--- config.mk ---
export PLATFORM = sky130hd
export DESIGN_NAME = sector_scrambler
export DESIGN_NICKNAME = d
export VERILOG_FILES = /design/src/rtl/scr_pkg.sv /design/src/rtl/scr_lfsr.sv /design/src/rtl/scr_mask_ctl.sv /design/src/rtl/scr_stage.sv /design/src/rtl/sector_scrambler.sv
export SDC_FILE = /design/constraint.sdc
export NUM_CORES = 1
export LEC_CHECK = 0
export ABC_AREA = 1
export BUFFER_PORTS_ARGS = -buffer_cell sky130_fd_sc_hd__buf_2
export CAP_MARGIN = 40
export CORE_MARGIN = 2
export CORE_UTILIZATION = 35
export DETAILED_ROUTE_END_ITERATION = 12
export PLACE_DENSITY = 0.58
export SLEW_MARGIN = 20
export SYNTH_ARGS = -nofsm -noshare
export SYNTH_HDL_FRONTEND = slang
export SYNTH_SLANG_ARGS = --single-unit
--- constraint.sdc ---
create_clock -name clk_i -period 1.5 [get_ports clk_i]
set_input_delay 0.15 -clock clk_i [delete_from_list [all_inputs] [get_ports clk_i]]
set_output_delay 0.15 -clock clk_i [all_outputs]
set_load 0.01 [all_outputs]
--- src/rtl/scr_pkg.sv ---
package scr_pkg;
  localparam int unsigned LOG_W_D  = 11;
  localparam int unsigned MASK_W_D = 21;
  localparam int unsigned LFSR_W_D = 24;
  localparam int unsigned OUT_W_D  = 32;
  // feedback bits 23,22,21,16: x^24+x^23+x^22+x^17+1
  localparam logic [LFSR_W_D-1:0] TAPS_D = 24'hE1_0000;
endpackage

--- src/rtl/scr_lfsr.sv ---
module scr_lfsr #(
  parameter int unsigned     W    = scr_pkg::LFSR_W_D,
  parameter logic [W-1:0]    TAPS = scr_pkg::TAPS_D,
  parameter logic [W-1:0]    SEED = {{(W-1){1'b0}}, 1'b1}
) (
  input  logic         clk_i,
  input  logic         rst_ni,
  output logic [W-1:0] state_o
);
  logic [W-1:0] state_q;
  logic         fb;

  assign fb = ^(state_q & TAPS);

  always_ff @(posedge clk_i or negedge rst_ni) begin
    if (!rst_ni) state_q <= SEED;
    else         state_q <= {state_q[W-2:0], fb};
  end

  assign state_o = state_q;
endmodule

--- src/rtl/scr_mask_ctl.sv ---
module scr_mask_ctl #(
  parameter int unsigned LFSR_W = scr_pkg::LFSR_W_D,
  parameter int unsigned MASK_W = scr_pkg::MASK_W_D
) (
  input  logic              clk_i,
  input  logic              rst_ni,
  input  logic              restart_i,
  input  logic [LFSR_W-1:0] rand_i,
  output logic [MASK_W-1:0] mask_o,
  output logic              hold_o
);
  logic              pend_q;  // reset counts as a restart
  logic [MASK_W-1:0] mask_q;

  always_ff @(posedge clk_i or negedge rst_ni) begin
    if (!rst_ni) begin
      pend_q <= 1'b1;
      mask_q <= '0;
    end else if (restart_i || pend_q) begin
      pend_q <= 1'b0;
      mask_q <= rand_i[MASK_W-1:0];
    end
  end

  assign hold_o = restart_i | pend_q;
  assign mask_o = mask_q;
endmodule

--- src/rtl/scr_stage.sv ---
module scr_stage #(
  parameter int unsigned W = 8
) (
  input  logic         clk_i,
  input  logic         rst_ni,
  input  logic         in_valid_i,
  output logic         in_ready_o,
  input  logic [W-1:0] in_data_i,
  output logic         out_valid_o,
  input  logic         out_ready_i,
  output logic [W-1:0] out_data_o
);
  logic         vld_q;
  logic [W-1:0] dat_q;

  assign in_ready_o = ~vld_q | out_ready_i;

  always_ff @(posedge clk_i or negedge rst_ni) begin
    if (!rst_ni) begin
      vld_q <= 1'b0;
      dat_q <= '0;
    end else if (in_ready_o) begin
      vld_q <= in_valid_i;
      if (in_valid_i) dat_q <= in_data_i;
    end
  end

  assign out_valid_o = vld_q;
  assign out_data_o  = dat_q;
endmodule

--- src/rtl/sector_scrambler.sv ---
module sector_scrambler #(
  parameter int unsigned LOG_W  = scr_pkg::LOG_W_D,
  parameter int unsigned MASK_W = scr_pkg::MASK_W_D,
  parameter int unsigned LFSR_W = scr_pkg::LFSR_W_D,
  parameter logic [LFSR_W-1:0] TAPS = scr_pkg::TAPS_D,
  parameter int unsigned OUT_W  = scr_pkg::OUT_W_D,
  parameter logic [OUT_W-1:0] BASE = 32'h0004_0000
) (
  input  logic             clk_i,
  input  logic             rst_ni,
  input  logic             restart_i,
  input  logic             req_valid_i,
  output logic             req_ready_o,
  input  logic [LOG_W-1:0] req_sector_i,
  input  logic             req_wr_i,
  output logic             phys_valid_o,
  input  logic             phys_ready_i,
  output logic [OUT_W-1:0] phys_sector_o,
  output logic             phys_wr_o
);
  localparam int unsigned S1_W = MASK_W + 1;
  localparam int unsigned S2_W = OUT_W + 1;

  logic [LFSR_W-1:0] rnd;
  logic [MASK_W-1:0] mask;
  logic              hold;

  scr_lfsr #(.W(LFSR_W), .TAPS(TAPS)) u_lfsr (
    .clk_i(clk_i), .rst_ni(rst_ni), .state_o(rnd)
  );

  scr_mask_ctl #(.LFSR_W(LFSR_W), .MASK_W(MASK_W)) u_mask (
    .clk_i(clk_i), .rst_ni(rst_ni), .restart_i(restart_i),
    .rand_i(rnd), .mask_o(mask), .hold_o(hold)
  );

  // stage 1: scramble
  logic            s1_in_ready, s1_valid, s2_in_ready;
  logic [S1_W-1:0] s1_in, s1_q;
  logic [MASK_W-1:0] ext_sector;

  assign ext_sector = {{(MASK_W-LOG_W){1'b0}}, req_sector_i};
  assign s1_in      = {req_wr_i, ext_sector ^ mask};

  scr_stage #(.W(S1_W)) u_s1 (
    .clk_i(clk_i), .rst_ni(rst_ni),
    .in_valid_i(req_valid_i & ~hold), .in_ready_o(s1_in_ready), .in_data_i(s1_in),
    .out_valid_o(s1_valid), .out_ready_i(s2_in_ready), .out_data_o(s1_q)
  );

  assign req_ready_o = s1_in_ready & ~hold;

  // stage 2: offset into reserved area
  logic [S2_W-1:0] s2_in, s2_q;

  assign s2_in = {s1_q[S1_W-1], BASE + {{(OUT_W-MASK_W){1'b0}}, s1_q[MASK_W-1:0]}};

  scr_stage #(.W(S2_W)) u_s2 (
    .clk_i(clk_i), .rst_ni(rst_ni),
    .in_valid_i(s1_valid), .in_ready_o(s2_in_ready), .in_data_i(s2_in),
    .out_valid_o(phys_valid_o), .out_ready_i(phys_ready_i), .out_data_o(s2_q)
  );

  assign phys_wr_o     = s2_q[S2_W-1];
  assign phys_sector_o = s2_q[OUT_W-1:0];
endmodule

== After elaboration in Yosys (flattened, before gate mapping) ==
Cells that the tools add are included.

* Register bits: 103
* Latch bits: 0
* Bits in writable memories: 0
* Bits in read-only memories: 0
* Input bits: 17
* Output and inout bits: 35
* Word-level logic and storage cells: 21
* Memories kept: 0

* $add $sub $neg: 1
* Multipliers: 0
* Div/mod/pow operators: 0
* $lt $le $gt $ge: 0
* Equal/unequal tests: 0
* Shifts and indexed selects: 0
* Multiplexer cells: 0
* Bitwise gates (word level): 9
* Reductions and logical operators: 4

{| class="wikitable"
|+ Operators with widths
! kind !! number
|-
| $reduce_xor 24->1 || 1
|-
| $add 19x21->22 const A || 1
|-
| $xor 11x21->21 || 1
|-
| $reduce_and 2->1 || 2
|-
| $not 1->1 || 3
|-
| $or 1x1->1 || 3
|-
| $and 1x1->1 || 2
|-
| $logic_or 1x1->1 || 1
|}

== Logic depth before layout (Yosys ltp) ==
Gate-level depths: netlist of the first run.

* Word-level depth: 4
* Mapped depth: 6
* Gate-level depth less buffers: 5

== Modules after synthesis ==
A second synthesis of the first run with hierarchy kept.

* Cell total of the unflattened synthesis: 450
* Area total of the unflattened synthesis: 4095.2 sq um

{| class="wikitable"
|+ Modules (own cells, without submodules)
! module !! instances !! cells an instance !! area an instance (sq um) !! seq. area each (sq um)
|-
| scr_stage at u_s2 || 1 || 147 || 1370.1 || 850.8
|-
| scr_stage at u_s1 || 1 || 99 || 913.4 || 575.6
|-
| scr_mask_ctl || 1 || 94 || 868.3 || 551.8
|-
| scr_lfsr || 1 || 41 || 673.1 || 601.8
|-
| sector_scrambler || 1 || 69 || 270.3 || 0.0
|}

== Worst setup path before layout of the first run ==
No wires, ideal clock.

* Kind: register to register
* From: reg u_mask.pend_q
* To: reg u_mask.mask_q[10], in the netlist u_mask.mask_o[10]
* Setup time: 130 ps
* Arrival time: 936 ps
* Data required time: 1370 ps
* Setup slack: 434 ps
* Stages on the path, launching flop included: 5
* Path buffers: 1
* Period minus slack after synthesis: 1066 ps
* Cell sequence: dfstp_2 -> inv_2 -> nand2_2 -> clkbuf_1 -> o21ai_0

* Cells in the longest elaborated chain, start to end: 1

{| class="wikitable"
|+ Ends and longest elaborated chain
! what !! line !! source
|-
| start, declared || scr_mask_ctl.sv:12 || <nowiki>logic pend_q;</nowiki>
|-
| start signal, assigned || scr_mask_ctl.sv:17 || <nowiki>pend_q <= 1'b1;</nowiki>
|-
| start signal, assigned || scr_mask_ctl.sv:20 || <nowiki>pend_q <= 1'b0;</nowiki>
|-
| $logic_or 1x1->1 || scr_mask_ctl.sv:19 || <nowiki>end else if (restart_i || pend_q) begin</nowiki>
|-
| end signal, assigned || scr_mask_ctl.sv:21 || <nowiki>mask_q <= rand_i[MASK_W-1:0];</nowiki>
|-
| end, declared || scr_mask_ctl.sv:13 || <nowiki>logic [MASK_W-1:0] mask_q;</nowiki>
|}

Every way passes these cells.
A chain may end at the register's enable or synchronous reset.

== Final worst setup path of the first run ==
* From: reg u_mask.pend_q
* To: out req_ready_o

* Cells in the longest elaborated chain, start to end: 3

{| class="wikitable"
|+ Ends and longest elaborated chain
! what !! line !! source
|-
| $or 1x1->1 || scr_mask_ctl.sv:25 || <nowiki>assign hold_o = restart_i | pend_q;</nowiki>
|-
| $not 1->1 || sector_scrambler.sv:51 || <nowiki>assign req_ready_o = s1_in_ready & ~hold;</nowiki>
|-
| $and 1x1->1 || sector_scrambler.sv:51 ||
|-
| end, declared || sector_scrambler.sv:13 || <nowiki>output logic req_ready_o,</nowiki>
|}

Every way passes these cells.

==> results.yml, run 1 <==
run:
  max-cap-violations: 0
timing:
  clock.fmax_mhz: 725.8
  fin_tns_setup_ps: 0
  period_needed_ps: 1378
  setup_violations: 0
  final_hold_viol_count: 0
  rsz0062_at_grt: "no"
  fin_skew_ps: 9.625
  maxSlewViolCount: 0
  min_period_over_period_pct: 91.85
min_path:
  hp-class: "primary input to flop"
synthesis:
  netlist_instances: 384
  yosysWarnings: 0
  seq_area_frac_synth_pct: 64.56
  syn-cell-area_mm2: 0.003608
  syn-mean-instance-area_um2: 9.397
  synth_cell_types: 20
  synth_seq_cells: 93
clock_tree:
  clock_latency_ps: 350
  cts-buffers-inserted: 9
  cts.clk_slew.worst_paths_ps: 90
  h-tree-depth: 3
  cts_tree: "done"
  clock_path_buffers: 2
  clock_sinks: 93
  post_cts_buffers: 0
  cts_root_buffer: "clkbuf_8"
floorplan:
  boundaryPins: 52
  core_area_mm2: 0.01018
  die_area_mm2: 0.01114
  rows: 37
  initial_core_util_pct: 35.43
  fp.dieW_um: 105.5
  die_h_um: 105.5
grt:
  antenna_found_initial: 0
  grt_first_pass_wirelength_mm: 11.21
  grt_pass1_vias: 2370
  grt_overflow_total: 0
  grt_max_degree: 94
  grt.total_usage_pct: 12.63
route:
  first_pass_iters: 5
  drc_errors: 0
  viasPerCell: 4.260
  detail_route.wl_per_cell_um: 11.13
  drt-initial-drc-count: 107
  vias: 2424
  ant_nets: 0
  drt-total-wl_mm: 6.331
final_layout:
  area_growth_pct: 16.23
  antenna_cells: 0
  fin_util_pct: 41.18
  drive_above_1_share_pct: 16.86
  final_net_count: 446
  instances_no_fill: 569
place:
  gp_congestion: 0.7416
  portBuffers: 41
  dp_hpwl_mm: 4.288
  place_inst: 552
pwr:
  ir_drop_mv: 0.3980
  p_leak_nw: 2.353
  power_w: 0.005146
  p_per_area_mw_per_mm2: 1227
critical_path:
  crit_fanout: 12
  worstPathArrival_ps: 1230
  cp.required_ps: 1350
  critPathLaunchType: "flop"
  worstSetupPathType: "flop to output port"
  endpoint_kind: "output port"
status:
  outcome: "finished, final reports clean"
-- worst paths after layout --
kind / from / endpoint / slack (ps) / depth (start not counted)
hold reg to reg: u_lfsr.state_o[11] / u_lfsr.state_o[12] / 380 / 0
max in group asynchronous: rst_ni / u_mask.pend_q / 740 / 3
setup reg to reg: u_s1.out_valid_o / u_s2.out_data_o[21] / 280 / 3
hold / removal: req_wr_i / u_s1.out_data_o[21] / 60 / 3
setup / recovery: u_mask.pend_q / req_ready_o / 120 / 4
min in group asynchronous: rst_ni / u_s1.out_data_o[3] / 390 / 3
-- per-stage QoR --
stage / instance area [um^2] / setup slack [ps] / hold WS (ps)
5_1_grt: 4194 / 8.004 / 84.09
2_1_floorplan: 3646 / 434.0 / -145.6
3_5_place_dp: 3925 / -55.07 / 237.2
6_report: 4194 / 122.2 / 62.97
4_1_cts: 4182 / 18.20 / 63.60
3_3_place_gp: 3925 / 24.56 / 234.5
-- state kept, by name, summed over array words and instances, names as in the netlist --
signal / count
u_lfsr.state_o: 24
u_mask.mask_o: 21
u_mask.pend_q: 1
u_s1.out_data_o: 22
u_s1.out_valid_o: 1
u_s2.out_data_o: 23
u_s2.out_valid_o: 1
-- kinds of logic after synthesis --
family	Yosys count	synth area share, %
AND/OR/NAND/NOR	217	24.62
adder cells (fa/ha/maj)	1	0.3467
flip-flops	93	64.56
other	1	0.1039
buffers and inverters	54	7.455
XOR/XNOR	4	0.9711
AO/OA/AOI/OAI	14	1.942
-- layer usage --
metal	track usage (%)	up-vias	share of wire [%]
li1	-	1245	-
met1	17.97	1133	51
met2	18.25	38	44
met3	2.968	8	3.8
met4	5.921	0	1.7
met5	0	-	0
-- placed cells by master, fill, tap and decap left out --
cell	count
buf_4	7
inv_1	26
bufinv_16	3
nor2_4	2
conb_1	11
xnor2_1	3
clkinvlp_4	1
xor2_1	1
dlygate4sd3_1	1
inv_2	2
nand2_2	2
nand2_1	168
clkbuf_1	1
o21ai_0	14
dfstp_2	2
clkinv_4	1
buf_2	40
nand3_1	43
ha_1	1
buf_12	1
nand3_2	1
nand3_4	1
clkbuf_8	9
clkinv_2	1
dfrtp_1	91
-- synth_stat cells --
master    count  area (um^2)
nand2_2       2        12.51
ha_1          1        12.51
inv_1        26        97.59
buf_6         2        22.52
clkbuf_1      2        7.510
dfstp_2       2        52.55
dfrtp_1      91         2277
xnor2_1       3        26.28
nand2_1     168        630.6
conb_1        1        3.750
nand3_1      43        215.2
nor2_1        1        3.750
o21ai_0      14        70.07
nor2_2        1        6.260
buf_4        10        75.07
nand3_2       2        20.02
inv_2         2        7.510
buf_1         1        3.750
xor2_1        1        8.760
buf_2        11        55.05
-- where the power goes --
group / internal [W] / total (W) / switching [W]
logic: 0.000166 / 0.000460 / 0.000294
registers: 0.00265 / 0.00273 / 0.0000807
clock network: 0.00111 / 0.00196 / 0.000848
total: 0.00392 / 0.00515 / 0.00122
-- timing repair --
item                       in CTS  in global routing
cloned                          0                  0
pin swaps                       0                  1
gates resized for setup         2                  2
setup endpoints to repair      23                 22
hold endpoints to repair       91                  0
hold buffers                    1                  0
-- area by class of cell --
| cell class | count | area (um^2) |
|---|---|---|
| Fill cell | 1040 | 5991 |
| Sequential cell | 93 | 2330 |
| Multi-Input combinational cell | 247 | 1067 |
| Timing Repair Buffer | 49 | 282.8 |
| Tap cell | 136 | 170.2 |
| Clock buffer | 10 | 127.6 |
| Clock inverter | 6 | 111.4 |
| Inverter | 28 | 105.1 |
-- critical path, cell delays in order, from the launching register on --
cell,delay [ps]
dfstp_2,390
nor2_4,230
nand2_1,90
inv_1,50
buf_2,110
(Power assumes the default switching activity.)
==> run 2, diff against run 1 <==
==> constraint.sdc (replaced) <==
create_clock -name clk_i -period 1.6 [get_ports clk_i]
set_input_delay 0.16 -clock clk_i [delete_from_list [all_inputs] [get_ports clk_i]]
set_output_delay 0.16 -clock clk_i [all_outputs]
set_load 0.01 [all_outputs]
==> results.yml, run 2 (same netlist as run 1, synthesis figures left out) <==
status:
  outcome: "finished, final reports clean"
route:
  drc_errors: 0
  vias: 2396
  detail_route.wl_per_cell_um: 11.52
  first_pass_iters: 4
  drt-initial-drc-count: 88
  ant_nets: 0
  viasPerCell: 4.182
  drt-total-wl_mm: 6.600
floorplan:
  boundaryPins: 52
  die_h_um: 105.5
  core_area_mm2: 0.01018
  initial_core_util_pct: 35.43
  fp.dieW_um: 105.5
  rows: 37
  die_area_mm2: 0.01114
critical_path:
  worstSetupPathType: "flop to output port"
  critPathLaunchType: "flop"
  crit_fanout: 6
  setup.worst_path.start: "u_mask.pend_q"
  endpoint_kind: "output port"
  cpPeakStageDelay_ps: 550
  slowest_stage: "dfstp_2"
  timing.rr.start: "u_s2.out_valid_o"
  cp.required_ps: 1440
  worstPathArrival_ps: 1330
  path_cells: "nor2_2 -> buf_4 -> nand2_2 -> inv_1 -> buf_2"
timing:
  layout_setup_ws_ps: 109.2
  final_hold_viol_count: 0
  fin_skew_ps: 10.61
  clock.fmax_mhz: 670.8
  whs_ps: 52.32
  rsz0062_at_grt: "yes"
  min_period_over_period_pct: 93.17
  max_slew_margin_pct: 53.06
  maxSlewViolCount: 0
  tightest_slew_ps: 703.4
  period_needed_ps: 1491
  setup_violations: 0
final_layout:
  final_cell_mix: "nand2_1, dfrtp_1, nand3_1"
  instances_no_fill: 573
  final_common_cell: "nand2_1"
  largest_register_ffs: 24
  nFillCells: 1051
  area_growth_pct: 15.60
  final_net_count: 450
  antenna_cells: 0
  drive_above_1_share_pct: 17.85
clock_tree:
  h-tree-depth: 3
  clock_path_buffers: 2
  cts_tree: "done"
  clock_latency_ps: 360
  clock_sinks: 93
  cts.clk_slew.worst_paths_ps: 90
  cts-buffers-inserted: 9
  cts_root_buffer: "clkbuf_8"
pwr:
  ir_drop_mv: 0.3750
  power_w: 0.004571
  p_per_area_mw_per_mm2: 1096
  p_leak_nw: 2.356
place:
  portBuffers: 41
  place_inst: 552
  place_ws_ps: 200.3
  dp_hpwl_mm: 4.595
  gp_congestion: 0.7540
grt:
  grt_first_pass_wirelength_mm: 11.41
  grt.total_usage_pct: 13.06
  grt_max_degree: 56
  grt_overflow_total: 0
  grt_pass1_vias: 2291
  antenna_found_initial: 0
run:
  max-cap-violations: 0
min_path:
  min_from: "req_wr_i"
  hp-class: "primary input to flop"
## run 2: through the flow
stage | cell area, um^2 | utilization (%) | setup TNS [ps]
6_report | 4172 | 40.96 | 0
5_1_grt | 4172 | 40.96 | -35.41
4_1_cts | 4136 | 40.61 | 0
3_5_place_dp | 3925 | 38.54 | 0
3_3_place_gp | 3925 | 38.54 | 0
2_1_floorplan | 3646 | - | 0
## run 2: final timing paths
path	end	slack (ps)	cells after the start
worst max-delay path	req_ready_o	110	5
worst min-delay path	u_s1.out_data_o[21]	50	3
worst max register to register	u_s1.out_data_o[7]	190	4
worst min register to register	u_lfsr.state_o[7]	380	0
max in group asynchronous	u_s2.out_data_o[19]	790	3
min in group asynchronous	u_lfsr.state_o[11]	230	2
## run 2: where the power goes
group,internal [W],switching (W)
Clock,0.000771,0.000803
Sequential,0.00248,0.0000705
Combinational,0.000161,0.000282
Total,0.00342,0.00115
## run 2: metal layers
metal	track usage (%)	part of all wire [%]
met5	0	0
met3	3.340	3.9
met1	18.94	51
met4	6.485	2.1
met2	18.11	43
## run 2: worst max-delay path, delay by kind of cell, from the launching register on
family	cells	cell delay (ps)
flip-flops	1	550
AND/OR/NAND/NOR	2	110
buffers and inverters	3	310
## run 2: area by class of cell
class | count | area, um^2 | share of cell area [%]
flip-flops and latches | 93 | 2330 | 55.85
clock buffers | 11 | 141.4 | 3.389
multi-input cells | 247 | 1052 | 25.22
repair buffers | 53 | 312.8 | 7.499
clock inverters | 5 | 60.06 | 1.440
inverters | 28 | 105.1 | 2.520
well taps | 136 | 170.2 | 4.079
## run 2: repair_timing
item | CTS | global route
setup buffers | 0 | 4
endpoints found under the setup margin | 0 | 3
resized for setup | 0 | 2
hold buffers | 1 | 0
hold endpoints to repair | 22 | 0
==> run 3, diff against run 2 <==
--- a/config.mk
+++ b/config.mk
@@ -12,6 +12,7 @@
 export CORE_UTILIZATION = 35
 export DETAILED_ROUTE_END_ITERATION = 12
 export PLACE_DENSITY = 0.58
+export RECOVER_POWER = 50
 export SLEW_MARGIN = 20
 export SYNTH_ARGS = -nofsm -noshare
 export SYNTH_HDL_FRONTEND = slang
==> results.yml, run 3 (same netlist as run 1, synthesis figures left out) <==
grt:
  met2_usage_pct: 18.11
  top_usage_layer: "met1"
  antenna_found_initial: 0
  grt_overflow_total: 0
  grt_first_pass_wirelength_mm: 11.41
  grt_max_degree: 56
  use_met3_pct: 3.340
  grt_pass1_vias: 2291
  grt.total_usage_pct: 13.06
  use_met1_pct: 18.94
timing:
  fin_skew_ps: 10.28
  rsz0062_at_grt: "yes"
  clock.fmax_mhz: 671.4
  setup_violations: 0
  layout_setup_ws_ps: 110.5
  tightest_slew_ps: 703.3
  period_needed_ps: 1489
  final_hold_viol_count: 0
  fin_tns_setup_ps: 0
  maxSlewViolCount: 0
  whs_ps: 54.39
  max_slew_margin_pct: 53.06
  min_period_over_period_pct: 93.09
min_path:
  hp-class: "primary input to flop"
  min_to: "u_s1.out_data_o[21]"
  whs_path_depth: 3
  min_from: "req_wr_i"
final_layout:
  final_cell_mix: "nand2_1, dfrtp_1, nand3_1"
  instances_no_fill: 573
  final_common_cell: "nand2_1"
  final_net_count: 450
  largest_register_ffs: 24
  area_growth_pct: 15.22
  antenna_cells: 0
  final_area_mm2: 0.004158
  drive_above_1_share_pct: 17.62
clock_tree:
  clock_sinks: 93
  clock_path_buffers: 2
  cts.clk_slew.worst_paths_ps: 90
  cts-buffers-inserted: 9
  cts_tree: "done"
  cts_root_buffer: "clkbuf_8"
  clock_latency_ps: 360
  h-tree-depth: 3
floorplan:
  fp.dieW_um: 105.5
  die_h_um: 105.5
  die_area_mm2: 0.01114
  rows: 37
  boundaryPins: 52
  core_area_mm2: 0.01018
  initial_core_util_pct: 35.43
route:
  vias: 2399
  ant_nets: 0
  detail_route.wl_per_cell_um: 11.53
  viasPerCell: 4.187
  drc_errors: 0
  drt-initial-drc-count: 95
  first_pass_iters: 5
  drt-total-wl_mm: 6.609
critical_path:
  timing.rr.start: "u_s2.out_valid_o"
  critPathLaunchType: "flop"
  ff2ff_path_depth: 4
  r2r_slack_ps: 190
  worstPathArrival_ps: 1330
  rr_endpoint: "u_s1.out_data_o[20]"
  crit_fanout: 6
  worstSetupPathType: "flop to output port"
  cp.required_ps: 1440
  endpoint_kind: "output port"
  setup.worst_path.start: "u_mask.pend_q"
place:
  dp_hpwl_mm: 4.595
  place_ws_ps: 200.3
  place_inst: 552
  placed_area_mm2: 0.003925
  gp_congestion: 0.7540
  portBuffers: 41
pwr:
  ir_drop_mv: 0.3749
  p_leak_nw: 2.352
  p_per_area_mw_per_mm2: 1099
run:
  max-cap-violations: 0
status:
  outcome: "finished, final reports clean"
==> run 3: changes by cell type in the layout (fill, tap and decap cells not counted) <==
cell and delta:
buf_12 -1, buf_6 +1, dfstp_2 -1, buf_4 -2, clkbuf_2 +2, dfstp_1 +1
==> run 3: layout make-up <==
class / instances / area (um^2)
timing repair buffer: 53 / 299.0
inverter: 28 / 105.1
tap: 136 / 170.2
clock inverter: 5 / 60.06
fill: 1055 / 6027
clock buffer: 11 / 141.4
sequential: 93 / 2330
multi-input combinational: 247 / 1052
==> run 3: power breakdown <==
group	internal [W]	switching, W
clock	0.000771	0.000807
combinational	0.000157	0.000281
sequential	0.00248	0.0000702
==> run 3: worst max path at each step <==
| stage | to | slack (ps) | cells past startpoint |
|---|---|---|---|
| floorplan | u_mask.mask_o[10] | 530 | 4 |
| global placement | u_s1.out_data_o[9] | 270 | 4 |
| detailed placement | u_s1.out_data_o[7] | 200 | 4 |
| CTS | req_ready_o | 40 | 5 |
| global route | u_s1.out_data_o[14] | -20 | 4 |
| finish | req_ready_o | 110 | 5 |
==> run 3: what timing repair did <==
item	CTS	global route
endpoints found under the hold margin	22	0
endpoints found under the setup margin	0	3
resized for setup	0	2
buffers inserted	0	4
hold buffers	1	0
==> run 3: stage by stage <==
| stage | total power [W] | utilization, % |
|---|---|---|
| detailed placement | 0.003045 | 38.54 |
| CTS | 0.004627 | 40.61 |
| floorplan | 0.002847 | - |
| finish | 0.004570 | 40.82 |
| global placement | 0.003032 | 38.54 |
| global route | 0.004796 | 40.82 |
==> run 3: worst max-delay path: stages (launching register included) <==
cell and delay, ps:
dfstp_2 550, nor2_2 50, buf_4 150, nand2_2 60, inv_1 40, buf_2 120
==> run 3: metal layers <==
layer  part of all wire [%]  up-vias  wire length (um)
met1                     51     1093              3346
met5                      0        -                 0
met3                    3.9       10               257
li1                       -     1259                 -
met2                     43       37              2865
met4                    2.1        0               139
